[src/rtl/cmc_pkg.sv]
package cmc_pkg;

   localparam int unsigned BIT_CCM  = 18;
   localparam int unsigned BIT_MAC  = 15;
   localparam int unsigned BIT_CW   = 7;
   localparam int unsigned BIT_CTR  = 6;
   localparam int unsigned BIT_CBC  = 5;
   localparam int unsigned BIT_KEY  = 3;
   localparam int unsigned BIT_ENC  = 2;
   localparam int unsigned BIT_IRDY = 1;
   localparam int unsigned BIT_ORDY = 0;
   localparam int unsigned CTRL_MSB = BIT_CCM;
   localparam int unsigned NUM_FLAGS = 2;

   localparam logic [1:0] KEY_128 = 2'b01;

   typedef enum logic [1:0] {
      CW_32  = 2'd0,
      CW_64  = 2'd1,
      CW_96  = 2'd2,
      CW_128 = 2'd3
   } ctr_width_e;

   typedef struct packed {
      logic       ccm;
      logic       mac;
      logic       ctr;
      logic       cbc;
      logic       enc;
      ctr_width_e cw;
   } mode_cfg_t;

   function automatic mode_cfg_t cfg_from_word(input logic [CTRL_MSB:0] w);
      mode_cfg_t c;
      c.ccm = w[BIT_CCM];
      c.mac = w[BIT_MAC];
      c.ctr = w[BIT_CTR];
      c.cbc = w[BIT_CBC];
      c.enc = w[BIT_ENC];
      c.cw  = ctr_width_e'(w[BIT_CW+1:BIT_CW]);
      return c;
   endfunction

   function automatic logic [CTRL_MSB:0] cfg_to_word(input mode_cfg_t c);
      logic [CTRL_MSB:0] w;
      w = '0;
      w[BIT_CCM] = c.ccm;
      w[BIT_MAC] = c.mac;
      w[BIT_CTR] = c.ctr;
      w[BIT_CBC] = c.cbc;
      w[BIT_ENC] = c.enc;
      w[BIT_CW+1:BIT_CW] = c.cw;
      return w;
   endfunction

endpackage

[src/rtl/cmc_legal.sv]
module cmc_legal
   import cmc_pkg::*;
#(
   parameter bit MAC_ENC_ONLY = 1'b1
) (
   input  mode_cfg_t cfg,
   output logic      illegal
);

   logic ccm_bad;
   logic mac_bad;

   // CCM needs CTR and excludes the chaining modes
   assign ccm_bad = cfg.ccm & (~cfg.ctr | cfg.cbc | cfg.mac);

   generate
      if (MAC_ENC_ONLY) begin : g_mac_dir
         assign mac_bad = cfg.mac & ~cfg.enc;
      end else begin : g_mac_any
         assign mac_bad = 1'b0;
      end
   endgenerate

   assign illegal = ccm_bad | mac_bad;

endmodule

[src/rtl/cmc_flag.sv]
module cmc_flag (
   input  logic clk,
   input  logic rst_n,
   input  logic host_wr,
   input  logic host_bit,
   input  logic dma_sel,
   input  logic dma_clr,
   input  logic set_evt,
   output logic q
);

   logic clr;

   assign clr = dma_sel ? dma_clr : (host_wr & ~host_bit);

   always_ff @(posedge clk or negedge rst_n) begin
      if (!rst_n) begin
         q <= 1'b0;
      end else if (set_evt) begin
         q <= 1'b1;
      end else if (clr) begin
         q <= 1'b0;
      end
   end


   set_wins_chk: assert property (@(posedge clk) disable iff (!rst_n)
      set_evt |=> q);


   flag_clr_chk: assert property (@(posedge clk) disable iff (!rst_n)
      (clr && !set_evt) |=> !q);


   flag_hold_chk: assert property (@(posedge clk) disable iff (!rst_n)
      (!clr && !set_evt) |=> $stable(q));

endmodule

[src/rtl/cmc_ctx.sv]
module cmc_ctx (
   input  logic clk,
   input  logic rst_n,
   input  logic cfg_change,
   input  logic wr_lo,
   input  logic wr_hi,
   input  logic illegal,
   output logic ctx_ok,
   output logic start,
   output logic active,
   output logic err
);

   logic lo_seen;
   logic hi_seen;
   logic done;
   logic ctx_bad;

   assign done    = (wr_lo | wr_hi) & (lo_seen | wr_lo) & (hi_seen | wr_hi);
   assign ctx_ok  = done & ~illegal;
   assign ctx_bad = done & illegal;

   always_ff @(posedge clk or negedge rst_n) begin
      if (!rst_n) begin
         lo_seen <= 1'b0;
         hi_seen <= 1'b0;
         start   <= 1'b0;
         active  <= 1'b0;
         err     <= 1'b0;
      end else begin
         start <= ctx_ok;
         if (cfg_change || done) begin
            lo_seen <= 1'b0;
            hi_seen <= 1'b0;
         end else begin
            if (wr_lo) lo_seen <= 1'b1;
            if (wr_hi) hi_seen <= 1'b1;
         end
         if (cfg_change || ctx_bad) begin
            active <= 1'b0;
         end else if (ctx_ok) begin
            active <= 1'b1;
         end
         if (ctx_bad) begin
            err <= 1'b1;
         end
      end
   end


   start_single_chk: assert property (@(posedge clk) disable iff (!rst_n)
      start |=> !start);


   err_sticky_chk: assert property (@(posedge clk) disable iff (!rst_n)
      err |=> err);


   bad_no_start_chk: assert property (@(posedge clk) disable iff (!rst_n)
      (done && illegal) |=> (!start && err));


   cfg_drop_chk: assert property (@(posedge clk) disable iff (!rst_n)
      cfg_change |=> !active);

endmodule

[src/rtl/cmc_ctrl.sv]
module cmc_ctrl
   import cmc_pkg::*;
#(
   parameter int unsigned      DATA_W       = 32,
   parameter int unsigned      ADDR_W       = 4,
   parameter logic [ADDR_W-1:0] CTRL_OFS    = 'h0,
   parameter logic [ADDR_W-1:0] LEN_LO_OFS  = 'h4,
   parameter logic [ADDR_W-1:0] LEN_HI_OFS  = 'h8,
   parameter bit                MAC_ENC_ONLY = 1'b1
) (
   input  logic                clk,
   input  logic                rst_n,
   input  logic                bus_wr,
   input  logic [ADDR_W-1:0]   bus_addr,
   input  logic [DATA_W-1:0]   bus_wdata,
   output logic [DATA_W-1:0]   bus_rdata,
   input  logic                dma_sel,
   input  logic                dma_in_take,
   input  logic                dma_out_take,
   input  logic                eng_block_done,
   input  logic                eng_out_valid,
   output logic                eng_start,
   output logic                eng_in_valid,
   output logic                eng_out_free,
   output logic                eng_ccm,
   output logic                eng_mac,
   output logic                eng_ctr,
   output logic                eng_cbc,
   output logic                eng_encrypt,
   output logic [1:0]          eng_ctr_width,
   output logic [2*DATA_W-1:0] eng_len,
   output logic                cfg_err
);

   localparam int unsigned LEN_W = 2 * DATA_W;

   generate
      if (DATA_W < CTRL_MSB + 1) begin : g_bad_width
         $error("cmc_ctrl: DATA_W too narrow for control word");
      end
      if (CTRL_OFS == LEN_LO_OFS || CTRL_OFS == LEN_HI_OFS ||
          LEN_LO_OFS == LEN_HI_OFS) begin : g_bad_map
         $error("cmc_ctrl: register offsets overlap");
      end
   endgenerate

   mode_cfg_t            cfg_q;
   mode_cfg_t            cfg_new;
   logic [DATA_W-1:0]    len_lo_q;
   logic [DATA_W-1:0]    len_hi_q;
   logic                 wr_ctrl;
   logic                 wr_lo;
   logic                 wr_hi;
   logic                 cfg_change;
   logic                 illegal;
   logic                 ctx_ok;
   logic                 active;
   logic [NUM_FLAGS-1:0] flag_q;
   logic [NUM_FLAGS-1:0] flag_set;
   logic [NUM_FLAGS-1:0] flag_dma;

   assign wr_ctrl    = bus_wr && (bus_addr == CTRL_OFS);
   assign wr_lo      = bus_wr && (bus_addr == LEN_LO_OFS);
   assign wr_hi      = bus_wr && (bus_addr == LEN_HI_OFS);
   assign cfg_new    = cfg_from_word(bus_wdata[CTRL_MSB:0]);
   assign cfg_change = wr_ctrl && (cfg_new != cfg_q);

   always_ff @(posedge clk or negedge rst_n) begin
      if (!rst_n) begin
         cfg_q    <= '0;
         len_lo_q <= '0;
         len_hi_q <= '0;
      end else begin
         if (wr_ctrl) cfg_q    <= cfg_new;
         if (wr_lo)   len_lo_q <= bus_wdata;
         if (wr_hi)   len_hi_q <= bus_wdata;
      end
   end

   cmc_legal #(
      .MAC_ENC_ONLY (MAC_ENC_ONLY)
   ) u_legal (
      .cfg     (cfg_q),
      .illegal (illegal)
   );

   cmc_ctx u_ctx (
      .clk        (clk),
      .rst_n      (rst_n),
      .cfg_change (cfg_change),
      .wr_lo      (wr_lo),
      .wr_hi      (wr_hi),
      .illegal    (illegal),
      .ctx_ok     (ctx_ok),
      .start      (eng_start),
      .active     (active),
      .err        (cfg_err)
   );

   // flag 0: output-ready, flag 1: input-ready
   assign flag_set[BIT_ORDY] = eng_out_valid;
   assign flag_set[BIT_IRDY] = ctx_ok | (eng_block_done & active);
   assign flag_dma[BIT_ORDY] = dma_out_take;
   assign flag_dma[BIT_IRDY] = dma_in_take;

   generate
      for (genvar i = 0; i < NUM_FLAGS; i++) begin : g_flag
         cmc_flag u_flag (
            .clk      (clk),
            .rst_n    (rst_n),
            .host_wr  (wr_ctrl),
            .host_bit (bus_wdata[i]),
            .dma_sel  (dma_sel),
            .dma_clr  (flag_dma[i]),
            .set_evt  (flag_set[i]),
            .q        (flag_q[i])
         );
      end
   endgenerate

   logic [CTRL_MSB:0] ctrl_word;

   always_comb begin
      ctrl_word = cfg_to_word(cfg_q);
      ctrl_word[BIT_KEY+1:BIT_KEY] = KEY_128;
      ctrl_word[BIT_IRDY] = flag_q[BIT_IRDY];
      ctrl_word[BIT_ORDY] = flag_q[BIT_ORDY];
   end

   always_comb begin
      bus_rdata = '0;
      if (bus_addr == CTRL_OFS) begin
         bus_rdata[CTRL_MSB:0] = ctrl_word;
      end else if (bus_addr == LEN_LO_OFS) begin
         bus_rdata = len_lo_q;
      end else if (bus_addr == LEN_HI_OFS) begin
         bus_rdata = len_hi_q;
      end
   end

   assign eng_in_valid  = active & ~flag_q[BIT_IRDY];
   assign eng_out_free  = ~flag_q[BIT_ORDY];
   assign eng_ccm       = cfg_q.ccm;
   assign eng_mac       = cfg_q.mac;
   assign eng_ctr       = cfg_q.ctr;
   assign eng_cbc       = cfg_q.cbc;
   assign eng_encrypt   = cfg_q.enc;
   assign eng_ctr_width = cfg_q.cw;
   assign eng_len       = {len_hi_q, len_lo_q};


   start_sets_irdy_chk: assert property (@(posedge clk) disable iff (!rst_n)
      eng_start |-> (bus_rdata[BIT_IRDY] || bus_addr != CTRL_OFS || $past(flag_q[BIT_IRDY])));


   in_valid_chk: assert property (@(posedge clk) disable iff (!rst_n)
      eng_start |-> !eng_in_valid);


   rsvd_zero_chk: assert property (@(posedge clk) disable iff (!rst_n)
      (bus_addr == CTRL_OFS) |-> (bus_rdata[BIT_KEY+1:BIT_KEY] == KEY_128));


   cfg_hold_chk: assert property (@(posedge clk) disable iff (!rst_n)
      !wr_ctrl |=> $stable(cfg_q));

   initial begin
      assert (LEN_W == 2 * DATA_W);
   end

endmodule

[config.mk]
export PLATFORM = sky130hd
export DESIGN_NAME = cmc_ctrl
export DESIGN_NICKNAME = d
export VERILOG_FILES = /design/src/rtl/cmc_pkg.sv /design/src/rtl/cmc_legal.sv /design/src/rtl/cmc_flag.sv /design/src/rtl/cmc_ctx.sv /design/src/rtl/cmc_ctrl.sv
export SDC_FILE = /design/constraint.sdc
export NUM_CORES = 1
export LEC_CHECK = 0
export ABC_AREA = 1
export BUFFER_PORTS_ARGS = -buffer_cell sky130_fd_sc_hd__buf_2
export CORE_MARGIN = 8
export CORE_UTILIZATION = 30
export DETAILED_ROUTE_END_ITERATION = 6
export PLACE_DENSITY = 0.5
export RECOVER_POWER = 100
export SYNTH_ARGS = -nofsm -noshare
export SYNTH_HDL_FRONTEND = slang
export SYNTH_HIERARCHICAL = 1
export SYNTH_SLANG_ARGS = --single-unit
[constraint.sdc]
create_clock -name clk -period 1.5 [get_ports clk]
set_input_delay 0 -clock clk [delete_from_list [all_inputs] [get_ports clk]]
set_output_delay 0 -clock clk [all_outputs]
set_load 0.01 [all_outputs]
# Word level (Yosys, flattened, before mapping)
# Cells that the tools add are included.
# word_totals
regBits	78
elab_cells	70
out_inout_bits	107
# op_classes
n_reduce_logical	12
muxes	16
bitwise_logic	24
eq_ne	3
# ops
cell	n
2-to-1 mux 32 bit	2
2-to-1 mux 19 bit	1
2-to-1 mux 13 bit	1
2-to-1 mux 1 bit	12
AND 1 bit	10
nonzero test 2 bit	5
inequality test 7 bit	1
NOT 1 bit	7
OR 1 bit	7
== test 4 x 3 -> 1 bit (second input constant)	1
== test 4 bit (second input constant)	1
logical AND 1 bit	4
logical NOT 4 bit	1
logical OR 1 bit	2

# Longest topological paths before layout
# Gate-level depths: netlist of run 1.
# depth
word_depth	9
ltp_mapped	13
ltp_nobuf	12

# Cells and area by module
# The synthesis of run 1 kept the hierarchy.
# by_module_without_submodules
mod	cells_each	area_per_inst_um2	n_inst
cmc_ctrl	424	3310.7	1
cmc_ctx	24	222.7	1
cmc_flag	9	57.6	2
cmc_legal	7	26.3	1

# Worst setup path after synthesis of run 1
# Ideal clock, no wire load.
# synth_timing
path_kind	input to register
from	input bus_addr[0]
to	register g_flag[1].u_flag.q
stages	13
arrival_time_ns	1.154
slack_ns	0.229
required_time_ns	1.384
path_cell_list	inv_1 > nand2_1 > nor3_4 > nand2_1 > clkbuf_1 > inv_1 > inv_1 > nand2_2 > nand2_4 > nor2_1 > a21o_1 > inv_1 > nand2_1
# synth_via
elab_chain_cells	8
word_cells_on_any_way	17
classes_between	eq/ne: 2; mux: 2; bitwise: 8; reduce/logical: 5
# synth_rtl
element	line	source
start, declared	cmc_ctrl.sv:14	input logic [ADDR_W-1:0] bus_addr,
== test 4 x 3 -> 1 bit (*)	cmc_ctrl.sv:63	assign wr_lo = bus_wr && (bus_addr == LEN_LO_OFS);
logical AND 1 bit (*)	cmc_ctrl.sv:63	
named net wr_lo	cmc_ctrl.sv:52	logic wr_lo;
OR 1 bit	cmc_ctx.sv:19	assign done = (wr_lo | wr_hi) & (lo_seen | wr_lo) & (hi_seen | wr_hi);
AND 1 bit (*) (2 in series)	cmc_ctx.sv:19	
AND 1 bit (*)	cmc_ctx.sv:20	assign ctx_ok = done & ~illegal;
named net ctx_ok	cmc_ctrl.sv:56	logic ctx_ok;
OR 1 bit (*)	cmc_ctrl.sv:102	assign flag_set[BIT_IRDY] = ctx_ok | (eng_block_done & active);
named net flag_set[1]	cmc_ctrl.sv:59	logic [NUM_FLAGS-1:0] flag_set;
2-to-1 mux 1 bit or nonzero test 2 bit (tied branches)	-	
end signal, assigned	cmc_flag.sv:18	q <= 1'b0;
end signal, assigned	cmc_flag.sv:20	q <= 1'b1;
end signal, assigned	cmc_flag.sv:22	q <= 1'b0;
end, declared	cmc_flag.sv:9	output logic q
# Mark *: on every way through the listed nets, which the timed path passes. The rest lies on a longest branch.
# A chain may end at the register's enable or synchronous reset.

# Worst setup path after layout of run 1
# layout_timing
from	input bus_addr[0]
to	output bus_rdata[6]
# layout_via
elab_chain_cells	4
word_cells_on_any_way	6
classes_between	eq/ne: 2; mux: 3; reduce/logical: 1
# layout_rtl
element	line	source
== test 4 bit	cmc_ctrl.sv:136	end else if (bus_addr == LEN_HI_OFS) begin
2-to-1 mux 32 bit	cmc_ctrl.sv:136	
2-to-1 mux 32 bit	cmc_ctrl.sv:134	end else if (bus_addr == LEN_LO_OFS) begin
2-to-1 mux 19 bit (*)	cmc_ctrl.sv:132	if (bus_addr == CTRL_OFS) begin
end, declared	cmc_ctrl.sv:16	output logic [DATA_W-1:0] bus_rdata,
# Mark *: on every way between the ends. The rest lies on a longest branch, timed or not.

==> results.cfg, run 1 <==
[run_status]
outcome = finished, final reports clean

[floorplan]
num_rows = 40
die-area_sq_um = 16050
die_w_microns = 126.7
core_region_area_sq_um = 11960
fp.dieH_microns = 126.7
start_util_pct = 30.72
io_pins = 151

[grt]
grt_max_degree = 49
overflow = 0
grt.total_usage_pct = 14.62
grt_pass1_wl_microns = 18710
grt_pass1_vias = 3558
antenna_found_initial = 0

[yosys]
mappedNetlistArea_sq_um = 3675
synth_compound_area_share_pct = 11.20
yosys.area.top_type = dfrtp_1
avgSynthCellArea_sq_um = 7.769
ys_ff_latch = 78
syn_inst = 473
synth.area.top_cells = dfrtp_1, nand2_1, o21ai_1
synth_top_area_share_pct = 53.12
synth_top_family_by_area = simple AND/OR/NAND/NOR gates
synthMuxAreaShare_pct = 0
yosysWarnings = 6
synth_nets = 517
yosysUniqueCellTypes = 21
synth-simple-area-share_pct = 25.20
seq_area_frac_synth_pct = 53.12
synthXorXnorAreaFrac_pct = 0.2383
synth_fa_ha_area_share_pct = 0

[sta]
max_freq_mhz = 759.8
post-route-min-period_ns = 1.316
drv_slew = 0
rsz0062_at_grt = false
finClkSkew_ns = 0.005154
tns_ns = 0
worstMarginPinSlew_ns = 0.8017
relSlewSlack_pct = 46.56
setup_violations = 0
finalCritPeriodShare_pct = 87.74
hold_viol_final = 0

[critical_path]
r2r_start = g_flag[0].u_flag/q
crit_type = in2out
startpoint = bus_addr[0]
worstPathMaxFanout = 32
rr_worst_depth = 5
cp-start-kind = primary input
r2r_slack_ns = 0.27
end_kind = output port
crit_required_ns = 1.50
cp.arrival_ns = 1.32
worstReg2RegEnd = g_flag[0].u_flag/q

[place]
dp_hpwl_microns = 8322
place_congestion = 0.7986
port_buffers = 150

[power_and_ir_drop]
p_leak_nw = 2.693
peakVddDrop_v = 0.0004422
p_per_area_nw_per_um2 = 1307
total_power_mw = 6.660

[cts]
cts_tree = yes
tritoncts.num_buffers = 9
cts.clk_slew.worst_paths_ns = 0.05
htree_num_levels = 3
clock_path_buffers = 2
cts_repair_resize_count = 0
insertion_delay_ns = 0.33
cts_sinks = 78
cts-root-buf = clkbuf_16

[routing]
drt-total-wl_microns = 11440
drc = 0
drtIter0Drc = 184
vias = 3528
wl_per_cell_microns = 14.09
antenna_left = 0
drtPass1Iterations = 4
vias_per_cell = 4.345

[final_layout]
fin_nets = 703
drive_above_1_share_pct = 12.65
fill_cells = 1302
syn_to_final_growth_pct = 38.68

[hold_path]
hold_path_class = in2reg
holdPathEnd = g_flag[1].u_flag/q
hold_depth = 5
hp-start = dma_sel

[flow_run]
maxCapViolations = 0
==> cell type report <==
cell class | instances | area, sq um | area share [%]
multi-input cells | 308 | 1326 | 26.02
inverters | 63 | 236.5 | 4.640
flip-flops and latches | 78 | 1952 | 38.30
well taps | 147 | 183.9 | 3.609
clock buffers | 12 | 246.5 | 4.837
repair buffers | 199 | 1079 | 21.16
clock inverters | 4 | 70.07 | 1.375
diodes | 1 | 2.502 | 0.04910
==> worst max path at each step <==
stage                               endpoint  slack (ns)  depth (start not counted)
after floorplan           g_flag[1].u_flag/q        0.23                         13
after global placement    g_flag[1].u_flag/q        0.21                         13
after detailed placement  g_flag[1].u_flag/q        0.19                         13
after CTS                 g_flag[0].u_flag/q        0.21                         10
after global routing            bus_rdata[7]        0.03                          8
final                           bus_rdata[6]        0.18                          8
==> registers in the layout, summed over array words and instances, names as in the netlist <==
| signal | cells |
|---|---|
| u_ctx/hi_seen | 1 |
| eng_cbc | 1 |
| len_lo_q | 32 |
| u_ctx/err | 1 |
| eng_ctr_width | 2 |
| u_ctx/start | 1 |
| len_hi_q | 32 |
| eng_encrypt | 1 |
| eng_ccm | 1 |
| u_ctx/active | 1 |
| eng_mac | 1 |
| eng_ctr | 1 |
| g_flag.u_flag/q | 2 |
| u_ctx/lo_seen | 1 |
==> cell families after synthesis <==
group / Yosys count
AND/OR/NAND/NOR: 231
buffers and inverters: 87
AO/OA/AOI/OAI: 76
XOR/XNOR: 1
flip-flops: 78
==> metal layers <==
| layer | global-route usage (%) | part of all wire [%] | vias to the layer above |
|---|---|---|---|
| li1 | - | - | 1814 |
| met1 | 18.75 | 48 | 1612 |
| met2 | 22.96 | 45 | 90 |
| met3 | 3.645 | 5.5 | 12 |
| met4 | 6.298 | 1.7 | 0 |
| met5 | 0 | 0 | - |
==> where the power goes <==
group          switching [mW]  internal, mW
Sequential              0.372          2.55
Clock                   0.815          1.50
Combinational           0.867         0.562
==> cell usage after synthesis <==
cell and number:
nand2_1 201, dfrtp_1 78, inv_1 61, o21ai_1 58, nand3_1 13, clkbuf_1 10, nor2_1 10, buf_2 7
o21ai_0 7, o21ai_2 6, buf_6 4, a21oi_1 3, buf_4 3, nand2_2 3, inv_2 2, nor3_4 2
a21o_1 1, nand2_4 1, nand4_1 1, o21bai_2 1, xnor2_1 1
==> timing repair <==
| action | 4_1_cts | 5_1_grt |
|---|---|---|
| hold buffers | 37 | 0 |
| buffers inserted | 0 | 0 |
| endpoints found under the hold margin | 126 | 0 |
==> critical path, stage by stage <==
cell and delay [ns]:
buf_2 0.09, inv_1 0.04, nand2_1 0.15, nor3_4 0.19, clkbuf_4 0.47, nand2_1 0.11
nand3_1 0.10, buf_2 0.14
==> metrics by stage <==
step	std cells	hold slack (ns)	area [sq um]	setup slack [ns]	utilization, %
global route	811	0.04964	5094	0.03269	42.58
CTS	811	0.01544	5266	0.2098	44.03
floorplan	473	-0.2956	3675	0.2291	-
detailed placement	758	-0.03985	4579	0.1855	38.28
finish	812	0.02557	5096	0.1839	42.60
global placement	758	-0.03897	4579	0.2124	38.28
==> layout by cell type, fill, tap and decap left out, types with 2 or more instances in the layout <==
| cell | synthesis | routed |
|---|---|---|
| buf_2 | 7 | 50 |
| o21ai_1 | 58 | 8 |
| clkbuf_16 | 0 | 9 |
| nand2_1 | 201 | 200 |
| dlygate4sd3_1 | 0 | 37 |
| nand3_1 | 13 | 13 |
| bufinv_16 | 0 | 2 |
| inv_1 | 61 | 61 |
| nand2_2 | 3 | 4 |
| buf_4 | 3 | 3 |
| clkinv_2 | 0 | 2 |
| nor2_1 | 10 | 10 |
| clkbuf_2 | 0 | 5 |
| dfrtp_1 | 78 | 78 |
| a21oi_1 | 3 | 3 |
| o21ai_0 | 7 | 63 |
| inv_2 | 2 | 2 |
| nor3_4 | 2 | 2 |
| clkbuf_1 | 10 | 104 |
Power figures use the tool's default switching activity.
==> run 2, diff against run 1 <==
Settings changed: CTS_BUF_LIST set to sky130_fd_sc_hd__clkbuf_2, PLACE_DENSITY 0.5 to 0.52.
Clock period 1.5 ns to 1.1 ns, I/O delays scaled along.
==> run 2 against run 1 <==
The run now ends with negative hold slack, negative setup slack left. Worst setup slack lost 0.45 ns. Die area is the same. Register-to-register slack lost 0.48 ns. Utilization grew 6.7 points. Clock skew grew 0.011 ns. Hold slack lost 0.053 ns. Sequential power grew 35%. Critical path type is now reg2out. Non-clock buffer count grew 56. Critical path depth shrank 4. Count of clock-buffer cells in the layout shrank 2. Cell area grew 16%.
==> results.cfg, run 2 (same netlist as run 1, synthesis figures left out) <==
[final_layout]
syn_to_final_growth_pct = 60.50
reg_top3 = len_hi_q (32), len_lo_q (32)
fin_area_sq_um = 5898
layout_common_cells = nand2_1, buf_2, dfrtp_1
fin_nets = 759
fill_cells = 1186
drive_above_1_share_pct = 37.92
layout_commonest_cell = nand2_1
fin_util_pct = 49.31

[sta]
finClkSkew_ns = 0.01615
final.setup.worst_slack_ns = -0.2620
whs_ns = -0.02745
drv_slew = 0
rsz0062_at_grt = true
hold_viol_final = 1
post-route-min-period_ns = 1.362
finalCritPeriodShare_pct = 123.8
max_freq_mhz = 734.2
worstMarginPinSlew_ns = 0.5080
setup_violations = 83
relSlewSlack_pct = 66.13

[run_status]
outcome = finished, violations left
violations = negative hold slack, negative setup slack

[power_and_ir_drop]
switching_share_pct = 35.24
p_sw_mw = 2.996
power_frac_seq_pct = 46.5
p_leak_nw = 3.401
p_comb_share_pct = 38.2
pwr-share-clk_pct = 15.3
intPower_mw = 5.507
peakVddDrop_v = 0.0006648
p_per_area_nw_per_um2 = 1442

[cts]
cts.clk_slew.worst_paths_ns = 0.22
insertion_delay_ns = 0.52
cts_sinks = 78
clock_path_buffers = 2
htree_num_levels = 3
hold_buffers = 42
tritoncts.num_buffers = 9
cts_tree = yes
cts-root-buf = clkbuf_2

[grt]
overflow = 0
grt_pass1_vias = 3966
grt.total_usage_pct = 15.36
grt_pass1_wl_microns = 20150
grt_max_degree = 40
antenna_found_initial = 1

[routing]
vias_per_cell = 4.419
antenna_left = 0
drc = 0
drtIter0Drc = 248
vias = 3836
wl_per_cell_microns = 14.18
drtPass1Iterations = 4
drt-total-wl_microns = 12310

[critical_path]
worstPathMaxFanout = 2
crit_required_ns = 1.10
crit_type = reg2out
cp.arrival_ns = 1.36
end_kind = output port
cp-start-kind = flip-flop

[floorplan]
die_w_microns = 126.7
start_util_pct = 30.72
io_pins = 151
core_region_area_sq_um = 11960
fp.dieH_microns = 126.7
num_rows = 40
die-area_sq_um = 16050

[place]
place_congestion = 0.7849
port_buffers = 150
post_dp_cell_area_sq_um = 4751
dp_hpwl_microns = 8556

[hold_path]
hold_path_class = in2reg

[flow_run]
maxCapViolations = 0
-- run 2: final cells by class --
class	count	area (sq um)	area share, %
Antenna cell	1	2.502	0.04243
Clock buffer	10	50.05	0.8485
Clock inverter	6	38.79	0.6576
Inverter	63	262.8	4.455
Multi-Input combinational cell	308	1476	25.03
Sequential cell	78	1956	33.16
Tap cell	147	183.9	3.118
Timing Repair Buffer	255	1928	32.69
-- run 2: critical path, stage by stage, from the launching register on --
cell and delay (ns):
dfrtp_2 0.47, buf_6 0.13, nand2_4 0.06, nand3_2 0.07, buf_6 0.13
-- run 2: repair_timing --
action	CTS	global route
setup buffers	19	19
setup endpoints to repair	111	113
endpoints found under the hold margin	155	1
pin swaps	32	25
resized for setup	61	43
-- run 2: routing by layer --
layer  vias up  track usage [%]  part of all wire [%]
met3         5            4.441                   6.5
li1       1925                -                     -
met2       105            25.94                    50
met4         0            4.689                  0.94
met1      1801            18.52                    43
met5         -                0                     0
-- run 2: worst paths after layout --
| path | startpoint | endpoint | slack [ns] | cells after the start |
|---|---|---|---|---|
| max in group asynchronous | rst_n | len_hi_q[22] | 0 | 4 |
| worst max-delay path | eng_ccm | bus_rdata[18] | -0.26 | 4 |
| worst min-delay path | bus_addr[2] | u_ctx/hi_seen | -0.03 | 6 |
| worst max register to register | eng_ccm | u_ctx/lo_seen | -0.21 | 10 |
| min in group asynchronous | rst_n | len_hi_q[7] | 0.48 | 3 |
| worst min register to register | u_ctx/err | u_ctx/err | 0.53 | 1 |
-- run 2: power by group through the flow --
stage / clock network [mW] / registers (mW) / logic (mW)
2_1_floorplan: 0 / 4.20 / 0.866
3_3_place_gp: 0 / 3.98 / 2.26
3_5_place_dp: 0 / 4.02 / 2.27
4_1_cts: 1.38 / 3.94 / 2.94
5_1_grt: 1.51 / 4.04 / 3.57
6_report: 1.30 / 3.95 / 3.25
-- run 2: per-stage QoR --
| step | TNS (ns) | hold slack (ns) | std cells | setup WS, ns | power [mW] |
|---|---|---|---|---|---|
| 2_1_floorplan | -0.02756 | -0.2956 | 473 | -0.02756 | 5.070 |
| 3_3_place_gp | -2.231 | -0.1395 | 773 | -0.1143 | 6.238 |
| 3_5_place_dp | -3.668 | -0.1396 | 773 | -0.1520 | 6.288 |
| 4_1_cts | -13.98 | -0.007076 | 850 | -0.3219 | 8.264 |
| 5_1_grt | -20.13 | -0.01284 | 868 | -0.3747 | 9.129 |
| 6_report | -7.307 | -0.02745 | 868 | -0.2620 | 8.504 |
==> run 3, diff against run 2 <==
Settings changed: CORE_UTILIZATION 30 to 45, PLACE_DENSITY 0.52 to 0.74.
==> run 3 against run 2 <==
The flow finishes with violations (negative setup slack). Cell area down 1.0%. Highest routed layer unchanged. Maximum frequency down 0.21%. Largest cell class unchanged. Via count up 0.81%. First-iteration DRC count down 31%. Sequential share of layout area grew 0.36 points. Global-route usage up 4.3 points. Clock power rose by 66%. Non-clock buffer count shrank 10. Worst setup slack lost 0.0028 ns. Critical path type unchanged. Clock skew up 0.0091 ns.
==> results.cfg, run 3 (same netlist as run 1, synthesis figures left out) <==
[run_status]
outcome = finished, violations left
violations = negative setup slack

[final_layout]
layout_common_cells = nand2_1, buf_2, dfrtp_1
fin_util_pct = 72.51
syn_to_final_growth_pct = 58.87
fin_nets = 749
finalNonFillerCells = 814
diodes = 0
drive_above_1_share_pct = 38.22
layout_commonest_cell = nand2_1
reg_top3 = len_hi_q (32), len_lo_q (32)

[cts]
tritoncts.num_buffers = 9
cts.clk_slew.worst_paths_ns = 0.19
clock_path_buffers = 2
cts_sinks = 78
cts_tree = yes
cts-root-buf = clkbuf_2
insertion_delay_ns = 0.51
htree_num_levels = 3

[sta]
max_freq_mhz = 732.7
rsz0062_at_grt = true
hold_viol_final = 0
final.setup.worst_slack_ns = -0.2648
post-route-min-period_ns = 1.365
setup_violations = 60
tns_ns = -6.617
finalCritPeriodShare_pct = 124.1
drv_slew = 0
finClkSkew_ns = 0.02526
worstMarginPinSlew_ns = 0.5053
relSlewSlack_pct = 66.31

[floorplan]
die_w_microns = 106.4
fp.dieH_microns = 106.4
io_pins = 151
die-area_sq_um = 11310
core_region_area_sq_um = 8051
num_rows = 33
start_util_pct = 45.64

[routing]
vias_per_cell = 4.751
antenna_left = 0
vias = 3867
drt-total-wl_microns = 11830
drtIter0Drc = 172
wl_per_cell_microns = 14.53
drc = 0
drtPass1Iterations = 4

[hold_path]
hp-start = bus_addr[2]
hold_path_class = in2reg

[power_and_ir_drop]
p_leak_nw = 3.384
power_frac_seq_pct = 42.9
intPower_mw = 6.330
p_sw_mw = 2.938
p_comb_share_pct = 33.8
pwr-share-clk_pct = 23.3
total_power_mw = 9.268
p_per_area_nw_per_um2 = 1587
switching_share_pct = 31.70
peakVddDrop_v = 0.0009736

[critical_path]
worstReg2RegEnd = u_ctx/lo_seen
r2r_slack_ns = -0.24
cp.arrival_ns = 1.36
worstPathMaxFanout = 2
crit_required_ns = 1.10
r2r_start = eng_ccm
crit_type = reg2out
rr_worst_depth = 10
startpoint = eng_ccm
endpoint = bus_rdata[18]
cp-start-kind = flip-flop
end_kind = output port

[place]
place_congestion = 0.8231
numPlacedInstances = 730
port_buffers = 150
dp_hpwl_microns = 7738

[flow_run]
maxCapViolations = 0

[grt]
grt_pass1_wl_microns = 18130
grt_pass1_vias = 3793
antenna_found_initial = 0
grt.total_usage_pct = 19.70
grt_max_degree = 47
overflow = 0
[run 3: cell count changes in the layout (fill, tap and decap cells not counted), moves of 3 or more]
cell	delta
o21ai_0	-35
clkinv_2	-3
clkbuf_4	-4
o21ai_1	+29
buf_4	-6
clkbuf_1	-4
nand2_4	-3
o21ai_2	+6
clkbuf_2	+7
bufinv_16	+4
[run 3: timing repair]
item,in CTS,in global routing
buffers inserted,17,12
resized for setup,41,48
hold buffers,40,0
endpoints found under the hold margin,154,0
pin swaps,21,18
endpoints found under the setup margin,104,111
[run 3: final cells by class]
| cell class | instances | area [sq um] |
|---|---|---|
| Fill cell | 590 | 2213 |
| Sequential cell | 78 | 1957 |
| Timing Repair Buffer | 245 | 1841 |
| Multi-Input combinational cell | 308 | 1474 |
| Inverter | 63 | 260.3 |
| Tap cell | 105 | 131.4 |
| Clock inverter | 4 | 120.1 |
| Clock buffer | 11 | 55.05 |
[run 3: power groups by stage]
stage / clock, mW / combinational (mW) / sequential (mW)
final: 2.16 / 3.13 / 3.98
after global routing: 2.29 / 3.40 / 4.05
after CTS: 2.20 / 2.81 / 3.93
after detailed placement: 0 / 2.25 / 4.01
after global placement: 0 / 2.21 / 3.97
after floorplan: 0 / 0.866 / 4.20
[run 3: critical path, stage by stage, from the launching register on]
cell,delay [ns]
dfrtp_2,0.46
buf_6,0.12
nand2_2,0.06
nand3_2,0.09
buf_6,0.14
[run 3: metrics by stage]
stage | instance area, sq um | hold slack [ns] | setup WS, ns
6_report | 5838 | 0.05548 | -0.2648
2_1_floorplan | 3732 | -0.2956 | -0.02756
3_5_place_dp | 4691 | -0.01694 | -0.1168
5_1_grt | 5838 | 0.08229 | -0.3198
3_3_place_gp | 4691 | -0.01654 | -0.09473
4_1_cts | 5594 | -0.03935 | -0.2702
[run 3: how the worst min path moves through the flow]
stage	depth (start not counted)	slack, ns	end
2_1_floorplan	0	-0.30	eng_cbc
3_3_place_gp	2	-0.02	eng_cbc
3_5_place_dp	2	-0.02	eng_cbc
4_1_cts	6	-0.04	u_ctx/hi_seen
5_1_grt	6	0.08	u_ctx/hi_seen
6_report	6	0.06	u_ctx/hi_seen
[run 3: routing by layer]
| layer | vias to the layer above | track usage, % | wire (microns) |
|---|---|---|---|
| li1 | 1902 | - | - |
| met5 | - | 0 | 0 |
| met1 | 1840 | 22.34 | 4756 |
| met4 | 0 | 7.638 | 224 |
| met2 | 104 | 34.72 | 6154 |
| met3 | 21 | 5.082 | 693 |
